$ cat src/rtl/irq_pkg.sv
package irq_pkg;

  // Register address map of the host port
  typedef enum logic [1:0] {
    ADDR_MASK  = 2'd0,
    ADDR_STAT  = 2'd1,
    ADDR_TIMER = 2'd2,
    ADDR_NONE  = 2'd3
  } reg_addr_e;

  // Source positions with a fixed meaning
  localparam int unsigned TMR_SRC_BIT   = 7;
  localparam int unsigned TXERR_SRC_BIT = 8;

endpackage

$ cat src/rtl/irq_timer.sv
module irq_timer #(
  parameter int unsigned W = 32
) (
  input  logic         clk,
  input  logic         rst_n,
  input  logic         load_i,
  input  logic [W-1:0] load_val_i,
  output logic [W-1:0] cnt_o,
  output logic         roll_o
);

  localparam logic [W-1:0] ALL_ONES = {W{1'b1}};
  localparam logic [W-1:0] ONE      = W'(1);

  logic [W-1:0] cnt_q;
  logic [W-1:0] cnt_d;
  logic         at_zero;

  assign at_zero = (cnt_q == '0);

  always_comb begin
    roll_o = 1'b0;
    if (load_i) begin
      cnt_d = load_val_i;
    end else if (at_zero) begin
      cnt_d  = ALL_ONES;
      roll_o = 1'b1;
    end else begin
      cnt_d = cnt_q - ONE;
    end
  end

  always_ff @(posedge clk or negedge rst_n) begin
    if (!rst_n) begin
      cnt_q <= ALL_ONES;
    end else begin
      cnt_q <= cnt_d;
    end
  end

  assign cnt_o = cnt_q;


  tmr_dec_chk: assert property (@(posedge clk) disable iff (!rst_n)
    (!load_i && cnt_q != '0) |=> (cnt_q == $past(cnt_q) - ONE));


  tmr_load_chk: assert property (@(posedge clk) disable iff (!rst_n)
    load_i |=> (cnt_q == $past(load_val_i)));


  tmr_wrap_chk: assert property (@(posedge clk) disable iff (!rst_n)
    (!load_i && cnt_q == '0) |=> (cnt_q == ALL_ONES));

endmodule

$ cat src/rtl/irq_txerr_agg.sv
module irq_txerr_agg #(
  parameter int unsigned NUM_CAUSE = 3
) (
  input  logic                 tx_done_i,
  input  logic [NUM_CAUSE-1:0] cause_i,
  output logic                 err_o
);

  logic any_cause;

  always_comb begin
    any_cause = 1'b0;
    for (int k = 0; k < NUM_CAUSE; k++) begin
      any_cause = any_cause | cause_i[k];
    end
    err_o = tx_done_i & any_cause;
  end

endmodule

$ cat src/rtl/irq_status.sv
module irq_status #(
  parameter int unsigned N = 16
) (
  input  logic         clk,
  input  logic         rst_n,
  input  logic [N-1:0] src_i,
  input  logic [N-1:0] clr_i,
  output logic [N-1:0] st_o
);

  logic [N-1:0] st_q;
  logic [N-1:0] st_d;
  logic [N-1:0] st_en;

  for (genvar i = 0; i < N; i++) begin : g_bit
    always_comb begin
      st_en[i] = src_i[i] | clr_i[i];
      st_d[i]  = src_i[i];
    end

    always_ff @(posedge clk or negedge rst_n) begin
      if (!rst_n) begin
        st_q[i] <= 1'b0;
      end else if (st_en[i]) begin
        st_q[i] <= st_d[i];
      end
    end


    st_set_chk: assert property (@(posedge clk) disable iff (!rst_n)
      src_i[i] |=> st_q[i]);


    st_sticky_chk: assert property (@(posedge clk) disable iff (!rst_n)
      (st_q[i] && !clr_i[i]) |=> st_q[i]);


    st_clear_chk: assert property (@(posedge clk) disable iff (!rst_n)
      (clr_i[i] && !src_i[i]) |=> !st_q[i]);


    st_collide_chk: assert property (@(posedge clk) disable iff (!rst_n)
      (clr_i[i] && src_i[i]) |=> st_q[i]);


    st_quiet_chk: assert property (@(posedge clk) disable iff (!rst_n)
      (!st_q[i] && !src_i[i]) |=> !st_q[i]);
  end

  assign st_o = st_q;

endmodule

$ cat src/rtl/irq_mask_reg.sv
module irq_mask_reg #(
  parameter int unsigned N = 16
) (
  input  logic         clk,
  input  logic         rst_n,
  input  logic         we_i,
  input  logic [N-1:0] wdata_i,
  output logic [N-1:0] mask_o
);

  logic [N-1:0] mask_q;
  logic [N-1:0] mask_d;

  always_comb begin
    mask_d = wdata_i;
  end

  always_ff @(posedge clk or negedge rst_n) begin
    if (!rst_n) begin
      mask_q <= '0;
    end else if (we_i) begin
      mask_q <= mask_d;
    end
  end

  assign mask_o = mask_q;


  mask_hold_chk: assert property (@(posedge clk) disable iff (!rst_n)
    !we_i |=> $stable(mask_q));


  mask_load_chk: assert property (@(posedge clk) disable iff (!rst_n)
    we_i |=> (mask_q == $past(wdata_i)));

endmodule

$ cat src/rtl/irq_out.sv
module irq_out #(
  parameter int unsigned N = 16
) (
  input  logic         clk,
  input  logic         rst_n,
  input  logic [N-1:0] st_i,
  input  logic [N-1:0] mask_i,
  output logic         irq_o
);

  logic pend;
  logic irq_q;

  always_comb begin
    pend = |(st_i & mask_i);
  end

  always_ff @(posedge clk or negedge rst_n) begin
    if (!rst_n) begin
      irq_q <= 1'b0;
    end else begin
      irq_q <= pend;
    end
  end

  assign irq_o = irq_q;


  irq_raise_chk: assert property (@(posedge clk) disable iff (!rst_n)
    (|(st_i & mask_i)) |=> irq_o);


  irq_drop_chk: assert property (@(posedge clk) disable iff (!rst_n)
    !(|(st_i & mask_i)) |=> !irq_o);

endmodule

$ cat src/rtl/irq_hub.sv
module irq_hub #(
  parameter int unsigned NUM_SRC   = 16,
  parameter int unsigned NUM_CAUSE = 3,
  parameter int unsigned DW        = 32
) (
  input  logic                 clk,
  input  logic                 rst_n,
  input  logic [NUM_SRC-1:0]   evt_i,
  input  logic                 tx_done_i,
  input  logic [NUM_CAUSE-1:0] tx_cause_i,
  input  logic                 reg_we_i,
  input  logic [1:0]           reg_addr_i,
  input  logic [DW-1:0]        reg_wdata_i,
  output logic [DW-1:0]        reg_rdata_o,
  output logic                 irq_o
);

  import irq_pkg::*;

  localparam int unsigned PAD_W = DW - NUM_SRC;

  logic [NUM_SRC-1:0] src;
  logic [NUM_SRC-1:0] clr;
  logic [NUM_SRC-1:0] st;
  logic [NUM_SRC-1:0] mask;
  logic [DW-1:0]      tmr_cnt;
  logic               tmr_roll;
  logic               tx_err;
  logic               we_mask;
  logic               we_stat;
  logic               we_tmr;

  // Write decode
  always_comb begin
    we_mask = reg_we_i && (reg_addr_i == ADDR_MASK);
    we_stat = reg_we_i && (reg_addr_i == ADDR_STAT);
    we_tmr  = reg_we_i && (reg_addr_i == ADDR_TIMER);
    clr     = we_stat ? reg_wdata_i[NUM_SRC-1:0] : '0;
  end

  // Source vector: two positions come from internal sources
  always_comb begin
    src                = evt_i;
    src[TMR_SRC_BIT]   = tmr_roll;
    src[TXERR_SRC_BIT] = tx_err;
  end

  irq_timer #(.W(DW)) u_timer (
    .clk        (clk),
    .rst_n      (rst_n),
    .load_i     (we_tmr),
    .load_val_i (reg_wdata_i),
    .cnt_o      (tmr_cnt),
    .roll_o     (tmr_roll)
  );

  irq_txerr_agg #(.NUM_CAUSE(NUM_CAUSE)) u_txerr (
    .tx_done_i (tx_done_i),
    .cause_i   (tx_cause_i),
    .err_o     (tx_err)
  );

  irq_status #(.N(NUM_SRC)) u_status (
    .clk   (clk),
    .rst_n (rst_n),
    .src_i (src),
    .clr_i (clr),
    .st_o  (st)
  );

  irq_mask_reg #(.N(NUM_SRC)) u_mask (
    .clk     (clk),
    .rst_n   (rst_n),
    .we_i    (we_mask),
    .wdata_i (reg_wdata_i[NUM_SRC-1:0]),
    .mask_o  (mask)
  );

  irq_out #(.N(NUM_SRC)) u_out (
    .clk    (clk),
    .rst_n  (rst_n),
    .st_i   (st),
    .mask_i (mask),
    .irq_o  (irq_o)
  );

  // Read mux
  always_comb begin
    unique case (reg_addr_i)
      ADDR_MASK:  reg_rdata_o = {{PAD_W{1'b0}}, mask};
      ADDR_STAT:  reg_rdata_o = {{PAD_W{1'b0}}, st};
      ADDR_TIMER: reg_rdata_o = tmr_cnt;
      default:    reg_rdata_o = '0;
    endcase
  end


  roll_sets_bit_chk: assert property (@(posedge clk) disable iff (!rst_n)
    tmr_roll |=> st[TMR_SRC_BIT]);


  ext_bit7_chk: assert property (@(posedge clk) disable iff (!rst_n)
    (!st[TMR_SRC_BIT] && !tmr_roll) |=> !st[TMR_SRC_BIT]);


  txerr_sets_bit_chk: assert property (@(posedge clk) disable iff (!rst_n)
    (tx_done_i && (|tx_cause_i)) |=> st[TXERR_SRC_BIT]);


  ext_bit8_chk: assert property (@(posedge clk) disable iff (!rst_n)
    (!st[TXERR_SRC_BIT] && !(tx_done_i && (|tx_cause_i))) |=> !st[TXERR_SRC_BIT]);


  addr3_read_chk: assert property (@(posedge clk) disable iff (!rst_n)
    (reg_addr_i == ADDR_NONE) |-> (reg_rdata_o == '0));

endmodule

$ cat config.mk
export PLATFORM = sky130hd
export DESIGN_NAME = irq_hub
export DESIGN_NICKNAME = d
export VERILOG_FILES = /design/src/rtl/irq_pkg.sv /design/src/rtl/irq_timer.sv /design/src/rtl/irq_txerr_agg.sv /design/src/rtl/irq_status.sv /design/src/rtl/irq_mask_reg.sv /design/src/rtl/irq_out.sv /design/src/rtl/irq_hub.sv
export SDC_FILE = /design/constraint.sdc
export NUM_CORES = 1
export LEC_CHECK = 0
export BUFFER_PORTS_ARGS = -buffer_cell sky130_fd_sc_hd__buf_4
export CAP_MARGIN = 20
export CORE_MARGIN = 1
export CORE_UTILIZATION = 40
export CTS_CLUSTER_DIAMETER = 120
export DETAILED_ROUTE_END_ITERATION = 10
export GPL_TIMING_DRIVEN = 0
export PLACE_DENSITY = 0.68
export SLEW_MARGIN = 40
export SYNTH_ARGS = -nofsm -noshare
export SYNTH_HDL_FRONTEND = slang
export SYNTH_HIERARCHICAL = 1
export SYNTH_SLANG_ARGS = --single-unit
$ cat constraint.sdc
create_clock -name clk -period 5.5 [get_ports clk]
set_input_delay 1.375 -clock clk [delete_from_list [all_inputs] [get_ports clk]]
set_output_delay 1.375 -clock clk [all_outputs]
set_load 0.02 [all_outputs]
==> flow_metrics.tcl, run 1 <==
set metrics [dict create \
    maxCapViolations 0 \
    p_leak_nw 2.05 \
    cts_buffers 9 \
    critPathLaunchType "input port" \
    design.core.area_mm2 0.00942 \
    drt-initial-drc-count 149 \
    insertion_delay_ns 0.34 \
    finalCriticalPeriod_ns 3.67 \
    grt_usage_pct 20.8 \
    whs_ns 0.512 \
    gp_congestion 0.878 \
    via_per_inst 5.21 \
    most-common-layout-cells "86 x buf_4, 33 x dfrtp_1, 32 x dfstp_2" \
    crit_required_ns 4.12 \
    crit_slowest_cell "clkbuf_1" \
    fin_nets 537 \
    postCtsHoldBufs 0 \
    nFillCells 874 \
    grt_overflow_total 0 \
    drc 0 \
    grt_antenna_before_repair 0 \
    final_layout_size_suffix_gt1_share_pct 35.8 \
    die_x_um 101 \
    grt_max_degree 66 \
    die_y_um 101 \
    via_count 3191 \
    clock_sinks 65 \
    ys_ff_latch 65 \
    cp_cell_sequence "buf_6 > clkbuf_1 > o2bb2ai_1 > buf_4" \
    htreeDepth 3 \
    finClkSkew_ns 0.0116 \
    grt_pass1_wl_um 16100 \
    worst-path-max-fanout 10 \
    tns_ns 0 \
    cts.path.max_buffers 2 \
    area_growth_pct 25.2 \
    drt-pass1-iter-count 4 \
    setup_viol 0 \
    rsz0062_at_grt "no" \
    synth.net_count 441 \
    totalWireLength_um 10100 \
    ir_drop_mv 0.136 \
    utilization_pct 52.5 \
    cp_slowest_stage_delay_ns 0.46 \
    yosysSeqAreaShare_pct 42.2 \
    post_cts_buffers 0 \
    antenna_left 0 \
    crit_type "input port to output port" \
    io_buffer_count 85 \
    cts_tree "done" \
    syn_area_per_cell_um2 10.3 \
    async_flop_share_pct 100 \
    synth_warnings 6 \
    ys.flop_type "dfrtp_1" \
    end_kind "output port" \
    core.rowCount 35 \
    netlist_instances 382 \
    finalHoldViolations 0 \
    synth_cell_types 44 \
    cts_resized 0 \
    synth_area_mm2 0.00395 \
    hp-class "register to register" \
    ioPinCount 90 \
    finalMaxSlewViolations 0 \
    cts-root-buf "clkbuf_8" \
    clkSlewWorstSetupHoldPaths_ns 0.06 \
    antenna_cells 0 \
    fmax_mhz 272 \
    wl_per_cell_um 16.5 \
    cpLargestDelayFamily "buffers and inverters" \
    post-dp-hpwl_um 7340 \
    worstPathArrival_ns 2.30 \
    status "finished, final reports clean" \
    max_slew_margin_pct 56.1 \
    final_common_cell "buf_4" \
    fin_crit_sh_pct 66.8 \
    initial_core_util_pct 41.9 \
    tightest_slew_ns 0.654 \
    r2r_setup_slack_ns 3.01 \
    grt_pass1_vias 3123 \
    synth_edf_count 0 \
    power_density_mw_per_mm2 314 \
    cp.buffers_inverters 3 \
    dieArea_mm2 0.0103 \
]
area by class of cell:
cell class | instances | area, µm² | share of cell area, %
multi-input cells | 274 | 2040 | 41.2
flip-flops and latches | 65 | 1670 | 33.7
repair buffers | 85 | 642 | 13.0
plain buffers | 22 | 175 | 3.55
well taps | 129 | 161 | 3.27
clock buffers | 12 | 135 | 2.73
inverters | 21 | 78.8 | 1.60
clock inverters | 4 | 45.0 | 0.912
report_power, final:
part           internal [mW]  leakage, nW  total [mW]  switching [mW]
combinational          0.224         1.27       0.454           0.230
clock                  0.208       0.0941       0.384           0.176
sequential             0.611        0.686       0.716           0.105
synth_stat cells, types with 3 or more instances:
| library cell | n | area, µm² |
|---|---|---|
| nor4_1 | 7 | 43.8 |
| mux2_4 | 10 | 150 |
| dfstp_2 | 32 | 841 |
| a21oi_1 | 19 | 95.1 |
| nand2_1 | 14 | 52.6 |
| xnor2_1 | 25 | 219 |
| a221oi_2 | 4 | 60.1 |
| nor2b_1 | 17 | 106 |
| clkbuf_1 | 9 | 33.8 |
| and2_1 | 17 | 106 |
| xor2_1 | 4 | 35.0 |
| o21ai_1 | 6 | 30.0 |
| o21ai_0 | 6 | 30.0 |
| nor3_1 | 12 | 60.1 |
| nor3b_1 | 3 | 22.5 |
| or3_1 | 3 | 18.8 |
| o31a_1 | 3 | 26.3 |
| mux2_2 | 6 | 67.6 |
| nand4_1 | 6 | 37.5 |
| and3_1 | 16 | 100 |
| mux2i_1 | 16 | 160 |
| a21o_1 | 16 | 120 |
| inv_1 | 21 | 78.8 |
| dfrtp_1 | 33 | 826 |
| or4_1 | 5 | 37.5 |
| nand4b_1 | 3 | 26.3 |
| buf_6 | 9 | 101 |
| o2bb2ai_1 | 16 | 140 |
| nor2_1 | 20 | 75.1 |
| a22o_1 | 4 | 35.0 |
metal layers:
| layer | vias up | track usage (%) | part of all wire (%) |
|---|---|---|---|
| li1 | 1540 | - | - |
| met1 | 1550 | 28.8 | 46 |
| met2 | 85 | 32.3 | 47 |
| met3 | 16 | 4.42 | 4.6 |
| met4 | 0 | 7.47 | 1.8 |
| met5 | - | 0 | 0 |
cell families (layout without fill, tap and decap cells):
family	Yosys count	in the layout	synth area share [%]
simple gates	137	137	21.1
compound gates	74	74	13.6
flops	65	65	42.2
buf+inv	43	144	6.44
mux	32	32	9.57
xor+xnor	29	29	6.44
fa+ha+maj	2	2	0.634
registers in the layout, summed over array words and instances, names as in the netlist:
signal and count:
u_timer/cnt_o 32, u_mask/mask_o 16, u_status/st_o 16, u_out/irq_o 1
final timing paths:
path                                   from           endpoint  depth (start not counted)
setup reg to reg           u_timer/cnt_o[6]  u_timer/cnt_o[29]                          6
setup / recovery              reg_addr_i[0]     reg_rdata_o[7]                          4
min in group asynchronous             rst_n  u_status/st_o[11]                          1
max in group asynchronous             rst_n   u_mask/mask_o[5]                          1
hold / removal             u_status/st_o[5]   u_status/st_o[5]                          1
hold reg to reg            u_status/st_o[5]   u_status/st_o[5]                          1
worst reg2reg max path, delay by kind of cell, from the launching register on:
family	cells	cell delay, ns
compound gates	1	0.15
xor+xnor	1	0.11
buf+inv	1	0.39
flops	1	0.39
simple gates	3	1.37
metrics by stage:
stage	cells	cell area [µm²]	power, mW	setup slack, ns
finish	612	4940	1.55	1.83
global route	612	4940	1.65	1.73
CTS	612	4930	1.56	1.83
detailed placement	596	4750	1.17	1.84
global placement	596	4750	1.15	1.84
floorplan	382	3950	0.996	1.99
(Power assumes the default switching activity.)
==> inputs of run 2 (changes only) <==
--- a/config.mk
+++ b/config.mk
@@ -12,7 +12,7 @@
 export CTS_CLUSTER_DIAMETER = 120
 export DETAILED_ROUTE_END_ITERATION = 10
 export GPL_TIMING_DRIVEN = 0
-export PLACE_DENSITY = 0.68
+export PLACE_DENSITY = 0.7
 export SLEW_MARGIN = 40
 export SYNTH_ARGS = -nofsm -noshare
 export SYNTH_HDL_FRONTEND = slang
==> constraint.sdc (replaced) <==
create_clock -name clk -period 3.28 [get_ports clk]
set_input_delay 0.82 -clock clk [delete_from_list [all_inputs] [get_ports clk]]
set_output_delay 0.82 -clock clk [all_outputs]
set_load 0.02 [all_outputs]
==> run 2 against run 1 <==
Clock power up 74%. Cell count is the same. First-iteration DRC count increased by 7.4%. Routed wire length is 1.0% higher. Worst setup slack got worse by 1.2 ns. Critical path depth grew 2. Die area stayed put. Combinational power rose by 67%. Worst hold slack got worse by 0.076 ns. Sequential power rose by 68%. Total power is 69% higher. Largest cell class unchanged. Largest power group unchanged. Highest routed layer unchanged.
==> flow_metrics.tcl, run 2 (synthesis gave the netlist of run 1 again) <==
set metrics [dict create \
    crit_type "register to register" \
    cts_buffers 9 \
    fin_crit_sh_pct 80.7 \
    status "finished, final reports clean" \
    finalPower_mw 2.63 \
    cts_resized 0 \
    clock_sinks 65 \
    critPathLaunchType "register" \
    end_kind "register" \
    grt_overflow_total 0 \
    drt-pass1-iter-count 4 \
    tns_ns 0 \
    via_per_inst 5.20 \
    fin_nets 537 \
    drc 0 \
    antenna_cells 0 \
    worstPathArrival_ns 2.92 \
    max_slew_margin_pct 56.1 \
    worst-path-max-fanout 10 \
    ioPinCount 90 \
    clkSlewWorstSetupHoldPaths_ns 0.07 \
    cts_tree "done" \
    initial_core_util_pct 41.9 \
    finClkSkew_ns 0.00615 \
    totalWireLength_um 10200 \
    finalHoldViolations 0 \
    largest_reg_flops 32 \
    final_common_cell "buf_4" \
    grt_pass1_vias 3179 \
    finalMaxSlewViolations 0 \
    cts.path.max_buffers 2 \
    antenna_left 0 \
    grt_max_degree 66 \
    dp_slack_ns 0.468 \
    maxCapViolations 0 \
    drt-initial-drc-count 160 \
    htreeDepth 3 \
    postCtsHoldBufs 0 \
    setup_viol 0 \
    grt_antenna_before_repair 0 \
    wl_per_cell_um 16.6 \
    post-dp-hpwl_um 7460 \
    grt_usage_pct 21.6 \
    dieArea_mm2 0.0103 \
    cts-root-buf "clkbuf_8" \
    die_x_um 101 \
    rsz0062_at_grt "no" \
    final_layout_size_suffix_gt1_share_pct 35.8 \
    gp_congestion 0.890 \
    hp-class "input port to async pin" \
    design.core.area_mm2 0.00942 \
    tightest_slew_ns 0.654 \
    die_y_um 101 \
    most-common-layout-cells "86 x buf_4, 33 x dfrtp_1, 32 x dfstp_2" \
    nFillCells 891 \
    grt_pass1_wl_um 16600 \
    setup_slack_ns 0.632 \
    io_buffer_count 85 \
    core.rowCount 35 \
    utilization_pct 52.6 \
    finalCriticalPeriod_ns 2.65 \
    fmax_mhz 378 \
    power_density_mw_per_mm2 531 \
    crit_required_ns 3.55 \
    area_growth_pct 25.4 \
    insertion_delay_ns 0.34 \
    p_leak_nw 2.05 \
    post_cts_buffers 0 \
    via_count 3180 \
    ir_drop_mv 0.244 \
]
-- run 2: cell type report --
type                       count  area [µm²]  area share [%]
tap                          129         161            3.26
clock buffer                  13         149            3.01
inverter                      21        78.8            1.59
clock inverter                 3        40.0           0.809
timing repair buffer          85         642            13.0
sequential                    65        1670            33.7
buffer                        22         175            3.54
multi-input combinational    274        2040            41.2
-- run 2: report_power, final --
part	internal (mW)	switching, mW
Sequential	1.02	0.177
Combinational	0.375	0.381
Clock	0.370	0.300
Total	1.77	0.858
-- run 2: path summary, 6_finish.rpt --
path                                    from                end  slack (ns)  cells past startpoint
max                         u_timer/cnt_o[6]  u_timer/cnt_o[21]        0.63                      6
min                                    rst_n  u_status/st_o[12]        0.44                      1
max reg2reg                 u_timer/cnt_o[6]  u_timer/cnt_o[21]        0.63                      6
min reg2reg                u_status/st_o[13]  u_status/st_o[13]        0.51                      1
max in group asynchronous              rst_n   u_mask/mask_o[4]        2.40                      1
min in group clk           u_status/st_o[13]  u_status/st_o[13]        0.51                      1
-- run 2: layer usage --
layer  wire, µm  global-route usage (%)  part of all wire (%)  up-vias
met5          0                       0                     0        -
li1           -                       -                     -     1552
met2       4880                    34.4                    48       81
met1       4740                    29.7                    47     1535
met3        420                    4.14                   4.1       12
met4        142                    6.91                   1.4        0
-- run 2: worst max-delay path, cell delays in order (launching register included) --
cell,delay (ns)
dfstp_2,0.39
nor4_1,0.52
clkbuf_1,0.39
nand4_1,0.53
nor4_1,0.45
xnor2_1,0.13
a21oi_1,0.18
-- run 2: per-stage QoR --
step           hold slack [ns]  cells  cell area, µm²
2_1_floorplan            0.476    382            3950
3_3_place_gp             0.489    596            4750
3_5_place_dp             0.501    596            4750
4_1_cts                  0.515    612            4930
5_1_grt                  0.499    612            4950
6_report                 0.436    612            4950
==> inputs of run 3 (changes only) <==
--- a/config.mk
+++ b/config.mk
@@ -5,6 +5,7 @@
 export SDC_FILE = /design/constraint.sdc
 export NUM_CORES = 1
 export LEC_CHECK = 0
+export ABC_AREA = 1
 export BUFFER_PORTS_ARGS = -buffer_cell sky130_fd_sc_hd__buf_4
 export CAP_MARGIN = 20
 export CORE_MARGIN = 1
@@ -12,7 +13,7 @@
 export CTS_CLUSTER_DIAMETER = 120
 export DETAILED_ROUTE_END_ITERATION = 10
 export GPL_TIMING_DRIVEN = 0
-export PLACE_DENSITY = 0.7
+export PLACE_DENSITY = 0.69
 export SLEW_MARGIN = 40
 export SYNTH_ARGS = -nofsm -noshare
 export SYNTH_HDL_FRONTEND = slang
==> constraint.sdc (replaced) <==
create_clock -name clk -period 2.3 [get_ports clk]
set_input_delay 0.575 -clock clk [delete_from_list [all_inputs] [get_ports clk]]
set_output_delay 0.575 -clock clk [all_outputs]
set_load 0.02 [all_outputs]
==> run 3 against run 2 <==
Clock power rose by 110%. Critical endpoint is now u_timer/cnt_o[29]. Sequential cell count did not move. Non-clock buffer count fell by 1.
==> flow_metrics.tcl, run 3 <==
set metrics [dict create \
    htreeDepth 3 \
    fin_crit_sh_pct 90.1 \
    multi_input_area_mm2 0.00226 \
    die_x_um 108 \
    yosysSeqAreaShare_pct 36.9 \
    core.rowCount 38 \
    grt_antenna_before_repair 0 \
    area_growth_pct 25.5 \
    ys.flop_type "dfrtp_1" \
    fin_nets 846 \
    setup_viol 0 \
    synth_xor_area_share_pct 3.11 \
    synth_mux_area_share_pct 0 \
    tns_ns 0 \
    p_comb_share_pct 25.2 \
    worstPathArrival_ns 2.34 \
    ys_ff_latch 65 \
    critPathLaunchType "input port" \
    grt_usage_pct 23.6 \
    synth_area_mm2 0.00451 \
    drt-pass1-iter-count 5 \
    ioPinCount 90 \
    ir_drop_mv 0.454 \
    final_cells 932 \
    p_sw_mw 1.36 \
    cts_resized 0 \
    synth_edf_count 0 \
    setup_slack_ns 0.227 \
    crit_type "input port to register" \
    synth_warnings 6 \
    via_count 4462 \
    finalHoldViolations 0 \
    dieArea_mm2 0.0117 \
    yosys-top-cells-count "205 x nand2_1, 140 x nor2_1, 104 x inv_1" \
    drc 0 \
    syn_area_per_cell_um2 6.55 \
    r2r_setup_slack_ns 0.48 \
    clkPwrFrac_pct 34.8 \
    worstReg2RegEnd "u_timer/cnt_o[20]" \
    whs_ns 0.217 \
    grt_pass1_wl_um 21100 \
    synth_most_common_cell "nand2_1" \
    grt_overflow_total 0 \
    synth-simple-area-share_pct 43.9 \
    synthAdderAreaFrac_pct 0.555 \
    grt_max_degree 66 \
    crit_slowest_cell "clkbuf_1" \
    finalCriticalPeriod_ns 2.07 \
    async_flop_share_pct 100 \
    yosys.area.top_type "dfstp_2" \
    cp.buffers_inverters 5 \
    dp.cells 916 \
    post-dp-hpwl_um 9750 \
    netlist_instances 689 \
    final_layout_size_suffix_gt1_share_pct 24.6 \
    drt-initial-drc-count 203 \
    p_int_mw 2.79 \
    finalPower_mw 4.15 \
    most-common-layout-cells "205 x nand2_1, 140 x nor2_1, 104 x inv_1" \
    fmax_mhz 482 \
    max_slew_margin_pct 60.0 \
    utilization_pct 51.8 \
    nFillCells 1120 \
    cpMostUsedCell "nor2_1" \
    wl_per_cell_um 13.6 \
    cpLargestDelayFamily "buffers and inverters" \
    antenna_cells 0 \
    synth_cell_types 33 \
    cp_slowest_stage_delay_ns 0.49 \
    die_y_um 108 \
    cts.path.max_buffers 2 \
    postCtsHoldBufs 0 \
    place_area_mm2 0.00534 \
    cts_buffers 9 \
    antenna_left 0 \
    final_common_cell "nand2_1" \
    via_per_inst 4.79 \
    grt_pass1_vias 4371 \
    synth_compound_area_share_pct 2.61 \
    clkSlewWorstSetupHoldPaths_ns 0.05 \
    crit_required_ns 2.57 \
    synth_top_family_by_area "simple AND/OR/NAND/NOR gates" \
    rr_startpoint "u_timer/cnt_o[0]" \
    cts-root-buf "clkbuf_16" \
    largest_reg_flops 32 \
    initial_core_util_pct 41.2 \
    status "finished, final reports clean" \
    p_sw_share_pct 32.7 \
    rsz0062_at_grt "no" \
    gp_congestion 0.872 \
    design.core.area_mm2 0.0109 \
    power_density_mw_per_mm2 734 \
    synth_top_cells_by_area "dfstp_2 19%, dfrtp_1 18%, nand2_1 17%" \
    insertion_delay_ns 0.34 \
    worst-path-max-fanout 10 \
    finClkSkew_ns 0.00712 \
    synth_top_cell_area_share_pct 18.6 \
    totalWireLength_um 12700 \
    finalMaxSlewViolations 0 \
    hp-class "input port to async pin" \
    cts_tree "done" \
    worstSetupStartpoint "reg_addr_i[1]" \
    end_kind "register" \
    io_buffer_count 87 \
    synth.net_count 748 \
    seqCellArea_mm2 0.00167 \
    clock_sinks 65 \
    cp_cell_sequence "buf_4 > buf_6 > nand2_4 > nor2_1 > clkbuf_1 > inv_2 > clkbuf_1 > nand2_1 > nor2_1 > nor2_1" \
    final_area_mm2 0.00566 \
    power_frac_seq_pct 40.0 \
    reg2reg_depth 9 \
    dp_slack_ns -0.115 \
    post_cts_buffers 0 \
    maxCapViolations 0 \
    tightest_slew_ns 0.601 \
    p_leak_nw 2.95 \
]
==> run 3: cell types whose count changed in the layout (fill, tap and decap cells not counted), moves of 13 or more <==
cell       change
and2_1        -17
xnor2_1       -13
nor2_1       +120
o2bb2ai_1     -16
a21oi_1       -17
a21o_1        -16
nor2b_1       -17
nor2_2        +25
and3_1        -16
nand3_1       +58
mux2i_1       -16
inv_1         +83
nand2_1      +191
==> run 3: worst max-delay path by stage <==
stage / endpoint / slack (ns) / cells past startpoint
global route: u_timer/cnt_o[27] / 0.08 / 9
global placement: u_timer/cnt_o[29] / -0.13 / 10
detailed placement: u_timer/cnt_o[29] / -0.12 / 10
CTS: u_timer/cnt_o[29] / 0.24 / 10
floorplan: reg_rdata_o[17] / 0.52 / 4
finish: u_timer/cnt_o[29] / 0.23 / 10
==> run 3: cell type report <==
cell class | count | share of cell area [%]
buffer | 19 | 2.92
clock buffer | 13 | 4.78
sequential | 65 | 29.4
inverter | 109 | 7.32
clock inverter | 3 | 0.818
timing repair buffer | 87 | 11.6
multi-input combinational | 496 | 40.0
tap | 140 | 3.10
==> run 3: per-layer routing <==
| metal | global-route usage, % | share of wire, % | wire length [µm] |
|---|---|---|---|
| met5 | 0 | 0 | 0 |
| met4 | 8.02 | 2.0 | 257 |
| met3 | 5.12 | 5.3 | 676 |
| met2 | 39.7 | 46 | 5860 |
| met1 | 29.7 | 46 | 5890 |
==> run 3: power by group through the flow <==
stage	clock [mW]	sequential, mW	combinational, mW
2_1_floorplan	0	1.59	0.709
3_3_place_gp	0	1.67	1.02
3_5_place_dp	0	1.68	1.04
4_1_cts	1.48	1.66	1.04
5_1_grt	1.52	1.69	1.18
6_report	1.44	1.66	1.05
==> run 3: kinds of logic after synthesis <==
| logic type | count (synthesis) |
|---|---|
| AO/OA/AOI/OAI | 21 |
| XOR/XNOR | 16 |
| adder cells (fa/ha/maj) | 2 |
| buffers and inverters | 128 |
| flip-flops | 65 |
| AND/OR/NAND/NOR | 457 |
==> run 3: worst register-to-register path, delay by kind of cell (launching register included) <==
family	cells	cell delay, ns
and+or+nand+nor	6	0.87
adders and majority gates	1	0.30
AOI/OAI and AO/OA	1	0.10
buffers and inverters	1	0.11
DFF	1	0.37
